==> src/rtl/hfd_pkg.sv <==
package hfd_pkg;
  typedef enum logic [1:0] {
    MODE_INT  = 2'd0,
    MODE_FRAC = 2'd1,
    MODE_LOW  = 2'd2
  } div_mode_e;

  localparam int unsigned FRAC_MIN_INT = 4;
  localparam int unsigned PRBS_W       = 15;
endpackage

==> src/rtl/hfd_prbs.sv <==
module hfd_prbs #(
  parameter int unsigned W = hfd_pkg::PRBS_W
) (
  input  logic clk_i,
  input  logic rst_ni,
  input  logic adv_i,
  output logic bit_o
);
  logic [W-1:0] sr_q;
  logic         fb;

  // taps W and W-1: maximal length for W = 15
  assign fb    = sr_q[W-1] ^ sr_q[W-2];
  assign bit_o = sr_q[W-1];

  always_ff @(posedge clk_i or negedge rst_ni) begin
    if (!rst_ni)    sr_q <= '1;
    else if (adv_i) sr_q <= {sr_q[W-2:0], fb};
  end
endmodule

==> src/rtl/hfd_mash.sv <==
module hfd_mash #(
  parameter int unsigned AW = 20
) (
  input  logic          clk_i,
  input  logic          rst_ni,
  input  logic          clr_i,
  input  logic          step_i,
  input  logic [AW-1:0] q_i,
  input  logic [AW-1:0] k_i,
  output logic [2:0]    y_o
);
  logic [AW-1:0] acc1_q, acc2_q;
  logic [AW-1:0] sum1, sum2, acc1_n, acc2_n;
  logic          c1, c2, c2_q;

  always_comb begin
    sum1   = acc1_q + k_i;
    c1     = (sum1 >= q_i);
    acc1_n = c1 ? sum1 - q_i : sum1;
    sum2   = acc2_q + acc1_n;
    c2     = (sum2 >= q_i);
    acc2_n = c2 ? sum2 - q_i : sum2;
    // second stage is differentiated once: y = c1 + c2 - c2[n-1]
    y_o    = {2'b00, c1} + {2'b00, c2} - {2'b00, c2_q};
  end

  always_ff @(posedge clk_i or negedge rst_ni) begin
    if (!rst_ni) begin
      acc1_q <= '0;
      acc2_q <= '0;
      c2_q   <= 1'b0;
    end else if (clr_i) begin
      acc1_q <= '0;
      acc2_q <= '0;
      c2_q   <= 1'b0;
    end else if (step_i) begin
      acc1_q <= acc1_n;
      acc2_q <= acc2_n;
      c2_q   <= c2;
    end
  end
endmodule

==> src/rtl/hfd_counter.sv <==
module hfd_counter #(
  parameter int unsigned W = 6
) (
  input  logic         clk_i,
  input  logic         rst_ni,
  input  logic [W-1:0] load_val_i,
  output logic [W-1:0] val_o,
  output logic         pulse_o
);
  logic [W-1:0] cnt_q, val_q;

  assign pulse_o = (cnt_q == val_q - W'(1));
  assign val_o   = val_q;

  always_ff @(posedge clk_i or negedge rst_ni) begin
    if (!rst_ni) begin
      cnt_q <= '0;
      val_q <= W'(1);
    end else if (pulse_o) begin
      cnt_q <= '0;
      val_q <= load_val_i;
    end else begin
      cnt_q <= cnt_q + W'(1);
    end
  end
endmodule

==> src/rtl/halfoff_frac_div.sv <==
module halfoff_frac_div
  import hfd_pkg::*;
#(
  parameter int unsigned INT_W = 6,
  parameter int unsigned MOD_W = 18
) (
  input  logic             clk_i,
  input  logic             rst_ni,
  input  logic [INT_W-1:0] int_i,
  input  logic [MOD_W-1:0] mod_i,
  input  logic [MOD_W:0]   frac_i,
  input  logic             sdm_en_i,
  input  logic             dither_en_i,
  input  logic             low_rate_i,
  input  logic [1:0]       low_sel_i,
  output logic [INT_W-1:0] div_val_o,
  output logic             div_pulse_o
);
  localparam int unsigned AW      = MOD_W + 2;
  localparam int unsigned VW      = INT_W + 2;
  localparam int unsigned DIV_MAX = (1 << INT_W) - 1;

  div_mode_e        mode;
  logic [AW-1:0]    q_eff, k_eff;
  logic [2:0]       y;
  logic             prbs_bit, dith, step, clr;
  logic [INT_W-1:0] n_frac, next_val;
  logic [VW-1:0]    v;

  always_comb begin
    if (low_rate_i)    mode = MODE_LOW;
    else if (sdm_en_i) mode = MODE_FRAC;
    else               mode = MODE_INT;
  end

  assign step  = div_pulse_o && (mode == MODE_FRAC);
  assign clr   = (mode != MODE_FRAC);
  assign dith  = dither_en_i & prbs_bit;
  // effective modulus 2M, numerator M + F (+ dither)
  assign q_eff = {1'b0, mod_i, 1'b0};
  assign k_eff = {2'b00, mod_i} + {frac_i[MOD_W], frac_i} + {{(AW-1){1'b0}}, dith};

  hfd_prbs #(.W(PRBS_W)) u_prbs (
    .clk_i  (clk_i),
    .rst_ni (rst_ni),
    .adv_i  (step & dither_en_i),
    .bit_o  (prbs_bit)
  );

  hfd_mash #(.AW(AW)) u_mash (
    .clk_i  (clk_i),
    .rst_ni (rst_ni),
    .clr_i  (clr),
    .step_i (step),
    .q_i    (q_eff),
    .k_i    (k_eff),
    .y_o    (y)
  );

  always_comb begin
    n_frac = (int_i < INT_W'(FRAC_MIN_INT)) ? INT_W'(FRAC_MIN_INT) : int_i;
    v      = {2'b00, n_frac} + {{(VW-3){y[2]}}, y};
    unique case (mode)
      MODE_LOW: begin
        case (low_sel_i)
          2'b00:   next_val = INT_W'(1);
          2'b01:   next_val = INT_W'(2);
          default: next_val = INT_W'(4);
        endcase
      end
      MODE_FRAC: next_val = (v > VW'(DIV_MAX)) ? INT_W'(DIV_MAX) : v[INT_W-1:0];
      default:   next_val = (int_i == '0) ? INT_W'(1) : int_i;
    endcase
  end

  hfd_counter #(.W(INT_W)) u_cnt (
    .clk_i      (clk_i),
    .rst_ni     (rst_ni),
    .load_val_i (next_val),
    .val_o      (div_val_o),
    .pulse_o    (div_pulse_o)
  );
endmodule

==> config.mk <==
export PLATFORM = sky130hd
export DESIGN_NAME = halfoff_frac_div
export DESIGN_NICKNAME = d
export VERILOG_FILES = /design/src/rtl/hfd_pkg.sv /design/src/rtl/hfd_prbs.sv /design/src/rtl/hfd_mash.sv /design/src/rtl/hfd_counter.sv /design/src/rtl/halfoff_frac_div.sv
export SDC_FILE = /design/constraint.sdc
export NUM_CORES = 1
export LEC_CHECK = 0
export BUFFER_PORTS_ARGS = -buffer_cell sky130_fd_sc_hd__buf_2
export CAP_MARGIN = 30
export CORE_MARGIN = 1.5
export CORE_UTILIZATION = 60
export CTS_CLUSTER_DIAMETER = 80
export DETAILED_ROUTE_END_ITERATION = 7
export PLACE_DENSITY = 0.86
export SETUP_SLACK_MARGIN = 0.1
export SYNTH_ARGS = -nofsm -noshare
export SYNTH_HDL_FRONTEND = slang
export SYNTH_SLANG_ARGS = --single-unit
==> constraint.sdc <==
create_clock -name clk_i -period 24.3 [get_ports clk_i]
set_input_delay 1.215 -clock clk_i [delete_from_list [all_inputs] [get_ports clk_i]]
set_output_delay 1.215 -clock clk_i [all_outputs]
set_load 0.05 [all_outputs]
==> flow_summary.rst <==
.. list-table::
   :header-rows: 1

   * - Metric
     - Value
   * - Final setup skew
     - between 0.009 and 0.01 ns
   * - Buffer and inverter count on the worst path
     - 5
   * - Routed Wire Length
     - 19.01 mm
   * - Peak supply drop
     - 0.1101 mV
   * - GR Overflow Total
     - 0
   * - Area of the placeable core
     - 12570 sq um
   * - All-Layer GR Usage
     - 29.86%
   * - Total of hold buffers inserted after clock tree synthesis
     - 0
   * - Leading cell type in the layout, fill and taps excluded
     - sky130_fd_sc_hd__nor2_1
   * - Rows
     - 41
   * - Syn_area_per_cell
     - 8.649 sq um
   * - Number of max-slew violations in the final report
     - 0
   * - Sequential element share of the synthesized area
     - between 20% and 30%
   * - Cells after Synth
     - between 800 and 900
   * - Period minus WS final
     - 12.33 ns
   * - Measured slew at the worst slew-check pin
     - about 0.9 ns
   * - Final Wtd Congestion
     - approximately 0.96
   * - Wire length per cell after detailed routing
     - 17.09 um
   * - Remaining DRCs
     - 0
   * - Layout cells sized above 1
     - 15.53%
   * - Wire length of the first global-routing pass
     - 31.72 mm
   * - Via count of the first global-routing pass
     - 6791
   * - Number of H-tree levels
     - 3
   * - Syn. warnings
     - 0
   * - Final Cycle Share
     - about half
   * - Top Family by Delay on Critical Path
     - compound AO/OA/AOI/OAI gates
   * - CP Launch Type
     - primary input
   * - Remaining antenna violation count
     - 0
   * - Number of instances resized during post-cts repair
     - 0
   * - Slew Limit Headroom
     - 41.27%
   * - Setup total negative slack
     - 0 ns
   * - Number of buffers added for setup after CTS
     - 0
   * - Clock input transition at the sequential cells of the worst setup and hold paths
     - 0.06 ns
   * - Number of sinks handled by clock tree synthesis
     - 68
   * - Leakage power total
     - 0.003861 uW
   * - Max capacitance violation total
     - 0
   * - Buffers from clock root to sink, at most
     - 2
   * - Port Buf Inserts
     - 56
   * - Largest net degree at the start of global routing
     - 69
   * - Chip width
     - 116.3 um
   * - Distinct cell type count after synthesis
     - 74
   * - Setup repair after global routing missed its margin
     - no
   * - Main flop type after synthesis
     - sky130_fd_sc_hd__dfrtp_1
   * - Mapped Nets
     - 1052
   * - Per-cell via count in the routed design
     - around 6.3
   * - Via count of the routed design
     - roughly 7000
   * - Post-synth EDFFs
     - 0
   * - CP max FO
     - 15
   * - Later-pin clock latency in the skew report
     - 0.35 ns
   * - Half-perimeter wire length after placement
     - 14.43 mm
   * - Type of destination of the critical path
     - flip-flop
   * - Minimum hold slack
     - between 0.5 and 0.6 ns
   * - IO Pins
     - 57
   * - Number of buffers created by CTS
     - 9
   * - Library cell contributing the largest single delay on the critical path
     - sky130_fd_sc_hd__fa_1
   * - Area overhead of the layout relative to synthesis
     - 9.628%
   * - Share of synthesized flip-flops with an asynchronous set or reset
     - 100.0%
   * - Total Die Area
     - 13530 sq um
   * - Antenna violations before repair
     - 0
   * - DR iter-0 viols
     - 706
   * - Highest Clock Rate
     - 81.10 MHz
   * - Final Hold Fails
     - 0
   * - Slowest Stage Delay on Critical Path
     - roughly 0.54 ns
   * - Critical path data required time
     - about 25 ns
   * - Pre-Repair DR Iteration Count
     - 6
   * - CTS root buffer
     - sky130_fd_sc_hd__clkbuf_16
   * - Die Span Y
     - 116.3 um
   * - Final net count
     - 1096
   * - Most frequent cells in the layout
     - sky130_fd_sc_hd__nor2_1, sky130_fd_sc_hd__ha_1, sky130_fd_sc_hd__o21ai_0, sky130_fd_sc_hd__buf_2
   * - Power per cell area
     - 156.7 nW/um^2
   * - Final antenna diode count
     - 0
   * - TritonCTS clock tree
     - built
   * - Setup violation total in the final timing report
     - 0
   * - Initial cell density of the core
     - 61.31%
   * - HP Class
     - flip-flop to flip-flop
   * - Crit path DAT
     - 12.62 ns
   * - Flops & latches, synth
     - 68
   * - Critical path class
     - primary input to flip-flop
   * - Post-Synthesis Cell Area
     - 7706 sq um
   * - Critical path's most frequent cell
     - sky130_fd_sc_hd__ha_1
   * - Result of the run
     - finished clean
## final timing paths
kind	from	end	slack, ns	cells past startpoint
worst min register to register	u_prbs.sr_q[0]	u_prbs.sr_q[0]	0.51	2
worst min-delay path	u_prbs.sr_q[0]	u_prbs.sr_q[0]	0.51	2
min in group asynchronous	rst_ni	u_mash.acc2_q[0]	1.06	2
worst max register to register	u_mash.acc1_q[0]	u_cnt.val_o[2]	12.63	52
max in group asynchronous	rst_ni	u_mash.acc2_q[16]	22.65	2
worst max-delay path	mod_i[0]	u_cnt.val_o[2]	11.97	53
## power by group
part	total (uW)	leakage [uW]	internal (uW)	switching, uW
logic	1040	0.00284	433	608
registers	149	0.000871	132	16.8
clock network	133	0.000152	78.9	54.5
total	1320	0.00386	644	680
## worst register-to-register path, delay by kind of cell (launching register included)
kind | cells | cell delay, ns
AO/OA/AOI/OAI | 22 | 4.47
XOR/XNOR | 2 | 0.37
buffers and inverters | 4 | 0.47
flip-flops | 1 | 0.39
adder cells (fa/ha/maj) | 9 | 3.09
multiplexers | 1 | 0.32
AND/OR/NAND/NOR | 14 | 2.50
## synthesized netlist by cell type (all sizes together), types with 17 or more instances
| cell type | n | area, sq um |
|---|---|---|
| nand3 | 18 | 90.09 |
| o21a | 24 | 180.2 |
| inv | 54 | 202.7 |
| a21oi | 55 | 275.3 |
| nand2 | 25 | 93.84 |
| o21ai | 70 | 354.1 |
| a211oi | 21 | 167.7 |
| clkbuf | 23 | 86.33 |
| ha | 88 | 1101 |
| nor2 | 102 | 382.9 |
| fa | 23 | 460.4 |
| nor3 | 24 | 120.1 |
| xor2 | 23 | 201.4 |
| a31oi | 17 | 106.4 |
| dfrtp | 52 | 1301 |
| xnor2 | 49 | 429.2 |
| a21o | 22 | 165.2 |
| mux2 | 28 | 315.3 |
## cell type report
class                           count  area [sq um]
Sequential cell                    68          1722
Inverter                           55         206.4
Timing Repair Buffer               62         340.3
Tap cell                          172         215.2
Multi-Input combinational cell    739          5662
Clock inverter                      5         38.79
Fill cell                         978          4120
Clock buffer                       11         264.0
## metal layers
| metal | GRT usage [%] | part of all wire, % | routed length [um] | vias to the layer above |
|---|---|---|---|---|
| met4 | 9.837 | 2.0 | 384 | 0 |
| met5 | 0 | 0 | 0 | - |
| met2 | 48.98 | 46 | 8695 | 301 |
| li1 | - | - | - | 3356 |
| met3 | 3.892 | 7.6 | 1439 | 36 |
| met1 | 40.99 | 45 | 8487 | 3309 |
## registers in the layout, indices dropped and copies added, names as in the netlist
signal	flops
u_cnt.val_o	6
u_cnt.cnt_q	6
u_prbs.sr_q	15
u_mash.c2_q	1
u_mash.acc1_q	20
u_mash.acc2_q	20
## metrics by stage
| stage | instance area [sq um] | utilization [%] | instances | worst slack (ns) | total power [uW] |
|---|---|---|---|---|---|
| 6_report | 8448 | 67.22 | 1112 | 11.97 | 1324 |
| 5_1_grt | 8448 | 67.22 | 1112 | 10.90 | 1445 |
| 4_1_cts | 8433 | 67.10 | 1111 | 11.85 | 1302 |
| 3_5_place_dp | 8130 | 64.69 | 1095 | 11.52 | 1157 |
| 3_3_place_gp | 8115 | 64.57 | 1094 | 11.97 | 1134 |
| 2_1_floorplan | 7706 | - | 891 | 13.49 | 968.9 |
## logic make-up after synthesis
family / count (synthesis) / synth area share (%)
compound gates: 268 / 23.33
xor+xnor: 72 / 8.183
fa+ha+maj: 111 / 20.26
buf+inv: 84 / 4.367
flops: 68 / 22.34
mux: 36 / 5.131
simple gates: 252 / 16.38
Note: power is estimated with default switching activity, not from simulation.
